`config.mk`:
```
export PLATFORM = sky130hd
export DESIGN_NAME = clamp_leg_sequencer
export DESIGN_NICKNAME = d
export VERILOG_FILES = /design/src/rtl/clamp_leg_sequencer.sv
export SDC_FILE = /design/constraint.sdc
export NUM_CORES = 1
export LEC_CHECK = 0
export BUFFER_PORTS_ARGS = -buffer_cell sky130_fd_sc_hd__buf_4
export CELL_PAD_IN_SITES_DETAIL_PLACEMENT = 0
export CELL_PAD_IN_SITES_GLOBAL_PLACEMENT = 2
export CORE_UTILIZATION = 35
export DETAILED_ROUTE_END_ITERATION = 10
export PLACE_DENSITY = 0.85
export SLEW_MARGIN = 15
export SYNTH_ARGS = -nofsm -noshare
export SYNTH_HDL_FRONTEND = slang
export SYNTH_SLANG_ARGS = --single-unit
```
`constraint.sdc`:
```
create_clock -name clk -period 7.5 [get_ports clk]
set_input_delay 0.375 -clock clk [delete_from_list [all_inputs] [get_ports clk]]
set_output_delay 0.375 -clock clk [all_outputs]
set_load 0.01 [all_outputs]
```
`src/rtl/clamp_leg_sequencer.sv`:
```
module clamp_leg_sequencer #(
  parameter int DW = 8
) (
  input  logic          clk,
  input  logic          rst_n,
  input  logic [2:0]    tgt_code,
  input  logic          tgt_req,
  input  logic [DW-1:0] dead_cyc,
  output logic [5:0]    gate_on,
  output logic          busy,
  output logic [2:0]    leg_state,
  output logic          req_err
);

  localparam int NSTEP = 4;
  localparam int IW    = $clog2(NSTEP);
  localparam logic [2:0] ST_POS = 3'd0, ST_UPH = 3'd1, ST_UP = 3'd2, ST_BOTH = 3'd3,
                         ST_LOH = 3'd4, ST_LO  = 3'd5, ST_NEG = 3'd6, ST_OFF = 3'd7;

  function automatic logic [5:0] pattern(input logic [2:0] s);
    case (s)
      ST_POS:  pattern = 6'b100011;
      ST_UPH:  pattern = 6'b011010;
      ST_UP:   pattern = 6'b010010;
      ST_BOTH: pattern = 6'b110110;
      ST_LOH:  pattern = 6'b100101;
      ST_LO:   pattern = 6'b100100;
      ST_NEG:  pattern = 6'b011100;
      default: pattern = 6'b000000;
    endcase
  endfunction

  // switch numbers 1..6 (bit+1), first step in the low field, 0 = unused
  function automatic logic [3*NSTEP-1:0] order(input logic [2:0] f, input logic [2:0] t);
    case ({f, t})
      {ST_POS, ST_UP}:   order = {3'd0, 3'd5, 3'd1, 3'd6};
      {ST_POS, ST_UPH}:  order = {3'd4, 3'd5, 3'd1, 3'd6};
      {ST_POS, ST_LO}:   order = {3'd0, 3'd2, 3'd3, 3'd1};
      {ST_POS, ST_LOH}:  order = {3'd0, 3'd0, 3'd2, 3'd3};
      {ST_NEG, ST_LO}:   order = {3'd0, 3'd6, 3'd4, 3'd5};
      {ST_NEG, ST_LOH}:  order = {3'd1, 3'd6, 3'd4, 3'd5};
      {ST_NEG, ST_UP}:   order = {3'd0, 3'd3, 3'd2, 3'd4};
      {ST_NEG, ST_UPH}:  order = {3'd0, 3'd0, 3'd3, 3'd2};
      {ST_UP,  ST_BOTH}: order = {3'd0, 3'd0, 3'd6, 3'd3};
      {ST_LO,  ST_BOTH}: order = {3'd0, 3'd0, 3'd5, 3'd2};
      default:           order = '0;
    endcase
  endfunction

  function automatic logic [5:0] onehot(input logic [2:0] sw);
    onehot = (sw == 3'd0) ? 6'd0 : (6'd1 << (sw - 3'd1));
  endfunction

  function automatic logic [2:0] used(input logic [3*NSTEP-1:0] o);
    used = '0;
    for (int i = 0; i < NSTEP; i++)
      if (o[3*i +: 3] != 3'd0) used = used + 3'd1;
  endfunction

  logic [3*NSTEP-1:0]     ord_f, ord_r;
  logic [NSTEP-1:0][5:0]  seq_c, seq_q;
  logic [2:0]             nsteps, idx_q, last_q, tgt_q;
  logic                   legal;
  logic [DW-1:0]          eff, dt_q, cnt_q;

  assign ord_f = order(leg_state, tgt_code);
  assign ord_r = order(tgt_code, leg_state);
  assign eff   = (dead_cyc == '0) ? DW'(1) : dead_cyc;

  always_comb begin
    legal  = 1'b0;
    nsteps = 3'd0;
    seq_c  = '0;
    if (leg_state == ST_OFF) begin
      if (tgt_code == ST_POS || tgt_code == ST_NEG) begin
        legal    = 1'b1;
        nsteps   = 3'd2;
        seq_c[1] = pattern(tgt_code);
      end
    end else if (ord_f != '0) begin
      legal  = 1'b1;
      nsteps = used(ord_f);
      for (int i = 0; i < NSTEP; i++) seq_c[i] = onehot(ord_f[3*i +: 3]);
    end else if (ord_r != '0) begin
      legal  = 1'b1;
      nsteps = used(ord_r);
      for (int i = 0; i < NSTEP; i++)
        if (i < int'(nsteps)) seq_c[i] = onehot(ord_r[3*(int'(nsteps)-1-i) +: 3]);
    end
  end

  always_ff @(posedge clk or negedge rst_n) begin
    if (!rst_n) begin
      gate_on   <= '0;
      busy      <= 1'b0;
      leg_state <= ST_OFF;
      req_err   <= 1'b0;
      seq_q     <= '0;
      idx_q     <= '0;
      last_q    <= '0;
      tgt_q     <= ST_OFF;
      dt_q      <= DW'(1);
      cnt_q     <= DW'(1);
    end else begin
      req_err <= 1'b0;
      if (!busy) begin
        if (tgt_req) begin
          if (legal) begin
            gate_on <= gate_on ^ seq_c[0];
            seq_q   <= seq_c;
            last_q  <= nsteps - 3'd1;
            idx_q   <= 3'd1;
            dt_q    <= eff;
            cnt_q   <= eff;
            tgt_q   <= tgt_code;
            busy    <= 1'b1;
          end else begin
            req_err <= 1'b1;
          end
        end
      end else if (cnt_q > DW'(1)) begin
        cnt_q <= cnt_q - DW'(1);
      end else begin
        gate_on <= gate_on ^ seq_q[idx_q[IW-1:0]];
        if (idx_q == last_q) begin
          busy      <= 1'b0;
          leg_state <= tgt_q;
        end else begin
          idx_q <= idx_q + 3'd1;
          cnt_q <= dt_q;
        end
      end
    end
  end

  AST_OFF_DARK: assert property (@(posedge clk) disable iff (!rst_n)
    leg_state == ST_OFF |-> gate_on == 6'd0);
  AST_IDLE_PATTERN: assert property (@(posedge clk) disable iff (!rst_n)
    (!busy && leg_state != ST_OFF) |-> gate_on == pattern(leg_state));
  AST_STATE_HOLD: assert property (@(posedge clk) disable iff (!rst_n)
    (busy && $past(busy)) |-> $stable(leg_state));
  AST_QUIET_WHILE_BUSY: assert property (@(posedge clk) disable iff (!rst_n)
    req_err |-> !$past(busy));
  AST_SINGLE_FLIP: assert property (@(posedge clk) disable iff (!rst_n)
    $past(leg_state) != ST_OFF |-> $countones(gate_on ^ $past(gate_on)) <= 1);

endmodule

```
Yosys cells after proc, flatten, opt, wreduce, memory -nomap -nowiden:

Cells that the tools add are included.

* bits in registers: 60
* bits in latches: 0
* memory bits (writable): 0
* ROM bits: 0
* bits of input ports: 14
* output and inout bits: 11
* word-level logic and storage cells: 199
* memories: 0

* add/sub/neg operators: 21
* multiply operators: 4
* div/mod/pow operators: 0
* order comparisons: 6
* equality and inequality tests: 31
* shift-type cells: 12
* multiplexer cells: 80
* bitwise logic cells: 4
* reduce and logical (&&, ||, !) cells: 28

Operators by type and width (number)
* 12-bit one-hot mux with 10 select lines: 2
* 6-bit two-way mux: 20
* 3-bit two-way mux: 32
* 12-bit by 32-bit indexed part select with 3-bit output: 3
* 3-bit by 32-bit multiplier with 32-bit output, first input constant: 2
* 6-bit == test, second input constant: 10
* 24-bit two-way mux: 2
* 8-bit two-way mux: 6
* 1-bit by 3-bit << shifter with 6-bit output, first input constant: 8
* 6-bit one-hot mux with 7 select lines: 1
* 3-bit zero test: 9
* 3-bit by 1-bit subtractor with 3-bit output, second input constant: 9
* 6-bit by 3-bit == test with 1-bit output, second input constant: 4
* 12-bit nonzero test: 2
* 3-bit nonzero test: 8
* 3-bit by 1-bit adder with 3-bit output, second input constant: 7
* 1-bit two-way mux: 14
* 6-bit binary-select mux with 2-bit select: 1
* 3-bit == test, second input constant: 4
* 6-bit by 1-bit == test with 1-bit output, second input constant: 2
* 6-bit by 2-bit == test with 1-bit output, second input constant: 2
* 6-bit by 5-bit == test with 1-bit output, second input constant: 2
* 12-bit two-way mux: 1
* 3-bit AND reduction: 4
* 23 further kinds: 31

Longest topological paths before layout:

* word-level depth: 37
* gate-level depth with buffers: 38
* mapped depth without buffers: 33

Least setup slack after synthesis:

OpenSTA, ideal clock, no wires.

* path type: reg-to-reg
* start: register leg_state[1]
* end: register gate_on[4]
* setup time: 0.147 ns
* arrival time: 7.738 ns
* data required time: 7.353 ns
* setup slack: -0.385 ns
* cell stages (with the launch flop): 37
* path buffers: 7
* clock period less this slack: 7.885 ns
* cell sequence: dfstp_2 -> buf_4 -> buf_2 -> buf_2 -> buf_2 -> xnor2_1 -> nand2_1 -> a21oi_1 -> nor2_1 -> inv_1 -> ha_1 -> clkbuf_1 -> xor2_1 -> ha_1 -> nand3b_1 -> xnor2_1 -> nor2_1 -> clkinv_1 -> ha_1 -> clkbuf_1 -> and2_1 -> buf_2 -> ha_1 -> inv_1 -> fa_1 -> xnor2_1 -> or3b_2 -> a211oi_1 -> mux2i_1 -> o2111ai_1 -> o22ai_2 -> and2_1 -> ha_1 -> nor4_1 -> nor4b_2 -> mux2i_1 -> o311ai_1

* cells in the longest elaborated chain, start to end: 36
* elaborated cells between the ends (all ways): 73
* those cells by class: add/sub: 6; mul: 1; order compare: 1; eq/ne: 21; shift: 3; mux: 30; bitwise: 1; reduce/logical: 10

Ends and longest elaborated chain
* start, declared: line 11 `output logic [2:0] leg_state,`
* start signal, assigned: line 127 `leg_state <= tgt_q;`
* 6-bit == test, or another cell as far along: line 35 `case ({f, t})`
* 12-bit one-hot mux with 10 select lines: line 35
* 3-bit nonzero test: line 57 `if (o[3*i +: 3] != 3'd0) used = used + 3'd1;`
* 1-bit two-way mux: line 57
* 3-bit two-way mux: line 84 `end else if (ord_r != '0) begin`
* 3-bit two-way mux: line 80 `end else if (ord_f != '0) begin`
* 3-bit two-way mux: line 74 `if (leg_state == ST_OFF) begin`
* 3-bit by 1-bit adder with 3-bit output: line 57
* [20 not listed]
* 6-bit two-way mux: line 88 `if (i < int'(nsteps)) seq_c[i] = onehot(ord_r[3*(int'(nsteps)-1-i) +: 3]);`
* 24-bit two-way mux: line 84
* 24-bit two-way mux: line 80
* 6-bit two-way mux: line 74
* 6-bit XOR: line 109 `gate_on <= gate_on ^ seq_c[0];`
* 6-bit two-way mux: line 108 `if (legal) begin`
* 6-bit two-way mux: line 107 `if (tgt_req) begin`
* 6-bit two-way mux: line 106 `if (!busy) begin`
* end signal, assigned: line 109
* end signal, assigned: line 124 `gate_on <= gate_on ^ seq_q[idx_q[IW-1:0]];`
* end, declared: line 9 `output logic [5:0] gate_on,`

Several ways; a longest one is shown, not always the timed one. The select of a mux whose other input is x is not followed.
A chain may end at the register's enable or synchronous reset.

Worst setup path in the final report:

* start: register leg_state[0]
* end: register gate_on[4]

The elaborated chain is that of the path after synthesis.

==> metrics.md <==
| Metric | Value |
|---|---|
| Max Slew Vio Count | `0` |
| Worst Setup SP | `leg_state[0]` |
| EDFF count, synth | `0` |
| Vias per cell | `6.05` |
| Commonest non-fill, non-tap cells in the layout | `110 x nand2_1, 64 x nor2_1, 52 x dfrtp_1, 52 x buf_4, 49 x o21ai_0` |
| Placed cell count | `1,018` |
| Via count | `6,256` |
| Syn_area_per_cell | `7.90 um^2` |
| Clock sink count | `60` |
| Row count | `48` |
| Setup violators final | `0` |
| Final Hold Slack | `0.126 ns` |
| Multi-input logic area | `0.00441 mm^2` |
| First-pass GRT wire length | `33.2 mm` |
| DRC violation count after routing | `0` |
| Hold_buf cts | `0` |
| RSZ-0062 raised after global routing | `false` |
| Final Hold Viols | `0` |
| Fmax achieved | `0.142 GHz` |
| Synth Register Bits | `60` |
| Syn Nets | `843` |
| Status | `completed` |
| Final nets | `854` |
| Final cell count without fillers | `1,034` |
| Final core utilization | `40.5%` |
| Total wire length | `21.0 mm` |
| CP Launch Type | `flip-flop` |
| Wire per inst | `20.3 um` |
| Synthesized instance count | `793` |
| Root Buffer Master | `clkbuf_16` |
| Yosys warnings | `0` |
| Synthesized cell area | `0.00626 mm^2` |
| Slew @ Worst Pin | `0.972 ns` |
| Tmin final | `7.04 ns` |
| Seq/Total Area, Yosys | `24.1%` |
| FF/Latch Area | `0.00151 mm^2` |
| GP Congestion | `0.910` |
| Leading cell type in the layout, fill and taps excluded | `nand2_1` |
| TritonCTS clock tree | `built` |
| ANT cells | `0` |
| Clock-pin slew on the worst setup and hold paths | `0.05 ns` |
| Die H | `136 um` |
| Critical Path RT | `7.68 ns` |
| Synth async-reset ratio | `100%` |
| Clock Tree Buf Depth | `2` |
| Max incr delay on CP | `0.58 ns` |
| Worst Path Arrival | `7.23 ns` |
| Kind of critical path | `reg2reg` |
| Layout cells sized above 1 | `14.7%` |
| FILL cells | `1,780` |
| Max-cap violations | `0` |
| H-tree depth | `3` |
| Io pins | `25` |
| Initial antenna violation count | `0` |
| Most used cell along the critical path | `ha_1` |
| Syn-to-layout area delta | `12.1%` |
| Num CTS Buffers | `9` |
| Count of different cell masters after synthesis | `86` |
| Critical-path top delay cell | `dfstp_2` |
| Fin crit share | `93.9%` |
| Worst R2R Start | `leg_state[0]` |
| Die Span X | `136 um` |
| Largest net degree at the start of global routing | `61` |
| Clk_lat worst skew | `0.33 ns` |
| DR pass1 iterations | `5` |
| Clk_skew | `0.00786 ns` |
| Peak VDD IR | `0.000194 V` |
| Rel. slew slack | `34.5%` |
| Final HPWL DP | `15.5 mm` |
| Post-CTS Setup Inserts | `0` |
| Number of global-route vias before repair | `5,941` |
| Type of destination of the critical path | `flip-flop` |
| Initial Util | `36.1%` |
| Core footprint | `0.0174 mm^2` |
| PortBufs | `24` |
| Antenna viol nets, final | `0` |
| Pwr per Cell Area | `298 mW/mm^2` |
| Synth Flop Type | `dfrtp_1` |
| P_leak | `2.86 nW` |
| Tot GR Track Use | `23.5%` |
| DR iter-0 viols | `617` |
| Gr ovfl total | `0` |
| Setup_tns | `0 ns` |
| Full die area | `0.0184 mm^2` |
| Critical path fanouts, max | `29` |
| Worst Hold Class | `in2async` |
cell type report:
type	instances	area share, %
repair buffers	52	5.56
multi-input cells	648	62.9
inverters	33	1.78
flip-flops and latches	60	21.5
well taps	225	4.01
clock buffers	14	3.76
clock inverters	2	0.499
flip-flops by register name (all words and copies together), names as in the netlist:
name       cells
leg_state      3
idx_q          3
cnt_q          8
dt_q           8
seq_q         24
req_err        1
busy           1
last_q         3
tgt_q          3
gate_on        6
per-stage QoR:
stage / setup slack, ns / power (W) / area, um^2
2_1_floorplan: 0.0111 / 0.00135 / 6270
3_3_place_gp: 0.726 / 0.00163 / 6710
3_5_place_dp: 0.501 / 0.00166 / 6710
4_1_cts: 0.438 / 0.00209 / 7010
5_1_grt: 0.0295 / 0.00226 / 7020
6_report: 0.456 / 0.00209 / 7020
Yosys cell counts, types with 4 or more instances:
library cell | n | share of area, %
nand2_1 | 110 | 6.6
nor2_1 | 67 | 4.0
dfrtp_1 | 52 | 21
o21ai_0 | 49 | 3.9
a21oi_1 | 36 | 2.9
ha_1 | 33 | 6.6
inv_1 | 30 | 1.8
clkbuf_1 | 29 | 1.7
nor3_1 | 27 | 2.2
xnor2_1 | 27 | 3.8
nand3_1 | 24 | 1.9
mux2i_1 | 17 | 2.7
nor4_1 | 17 | 1.7
a31oi_1 | 12 | 1.2
xor2_1 | 12 | 1.7
and3_1 | 11 | 1.1
buf_2 | 11 | 0.88
nand2b_1 | 11 | 1.1
mux4_2 | 10 | 3.6
nor2b_1 | 10 | 1.0
o31ai_1 | 10 | 1.2
a21o_1 | 9 | 1.1
and2_1 | 9 | 0.90
mux2_2 | 9 | 1.6
buf_1 | 8 | 0.48
dfstp_2 | 8 | 3.4
nand4_1 | 8 | 0.80
or3_1 | 7 | 0.70
a211oi_1 | 6 | 0.72
a221o_1 | 6 | 0.96
a22o_1 | 5 | 0.70
nand3b_1 | 5 | 0.60
nor4b_1 | 5 | 0.70
o211ai_1 | 5 | 0.60
o21a_1 | 5 | 0.60
o22ai_1 | 5 | 0.50
a2111oi_0 | 4 | 0.56
a21boi_0 | 4 | 0.48
critical path, delay by kind of cell (launching register included):
| family | cells | cell delay [ns] |
|---|---|---|
| simple gates | 8 | 2.31 |
| xor+xnor | 3 | 0.51 |
| fa+ha+maj | 5 | 1.49 |
| flops | 1 | 0.58 |
| buf+inv | 4 | 0.62 |
| compound gates | 6 | 1.04 |
| mux | 2 | 0.34 |
worst paths after layout:
kind / slack (ns) / depth (start not counted) / endpoint
min in group clk: 0.27 / 3 / dt_q[4]
max in group asynchronous: 6.82 / 1 / gate_on[2]
setup reg to reg: 0.46 / 28 / gate_on[4]
hold / removal: 0.13 / 1 / cnt_q[7]
setup / recovery: 0.46 / 28 / gate_on[4]
hold reg to reg: 0.46 / 2 / tgt_q[2]
timing repair:
action / CTS / global route
resized for setup: 0 / 2
endpoints found under the hold margin: 0 / 0
setup endpoints to repair: 0 / 3
report_power, final:
part           total (W)  internal [W]  switching, W  leakage [nW]
Clock           0.000417      0.000275      0.000142         0.147
Combinational    0.00113      0.000460      0.000671          1.96
Sequential      0.000542      0.000440      0.000103         0.753
logic make-up after synthesis:
family	share of synthesized area, %
compound gates	22.7
xor+xnor	5.71
mux	7.93
fa+ha+maj	7.55
flops	24.1
simple gates	26.3
buf+inv	5.73
layer usage:
metal	global-route usage (%)	wire length, um
met2	37.3	9730
met4	8.49	603
met5	0	0
met1	32.0	9470
met3	3.48	1160
No activity file was read; power rests on OpenSTA's default activity.
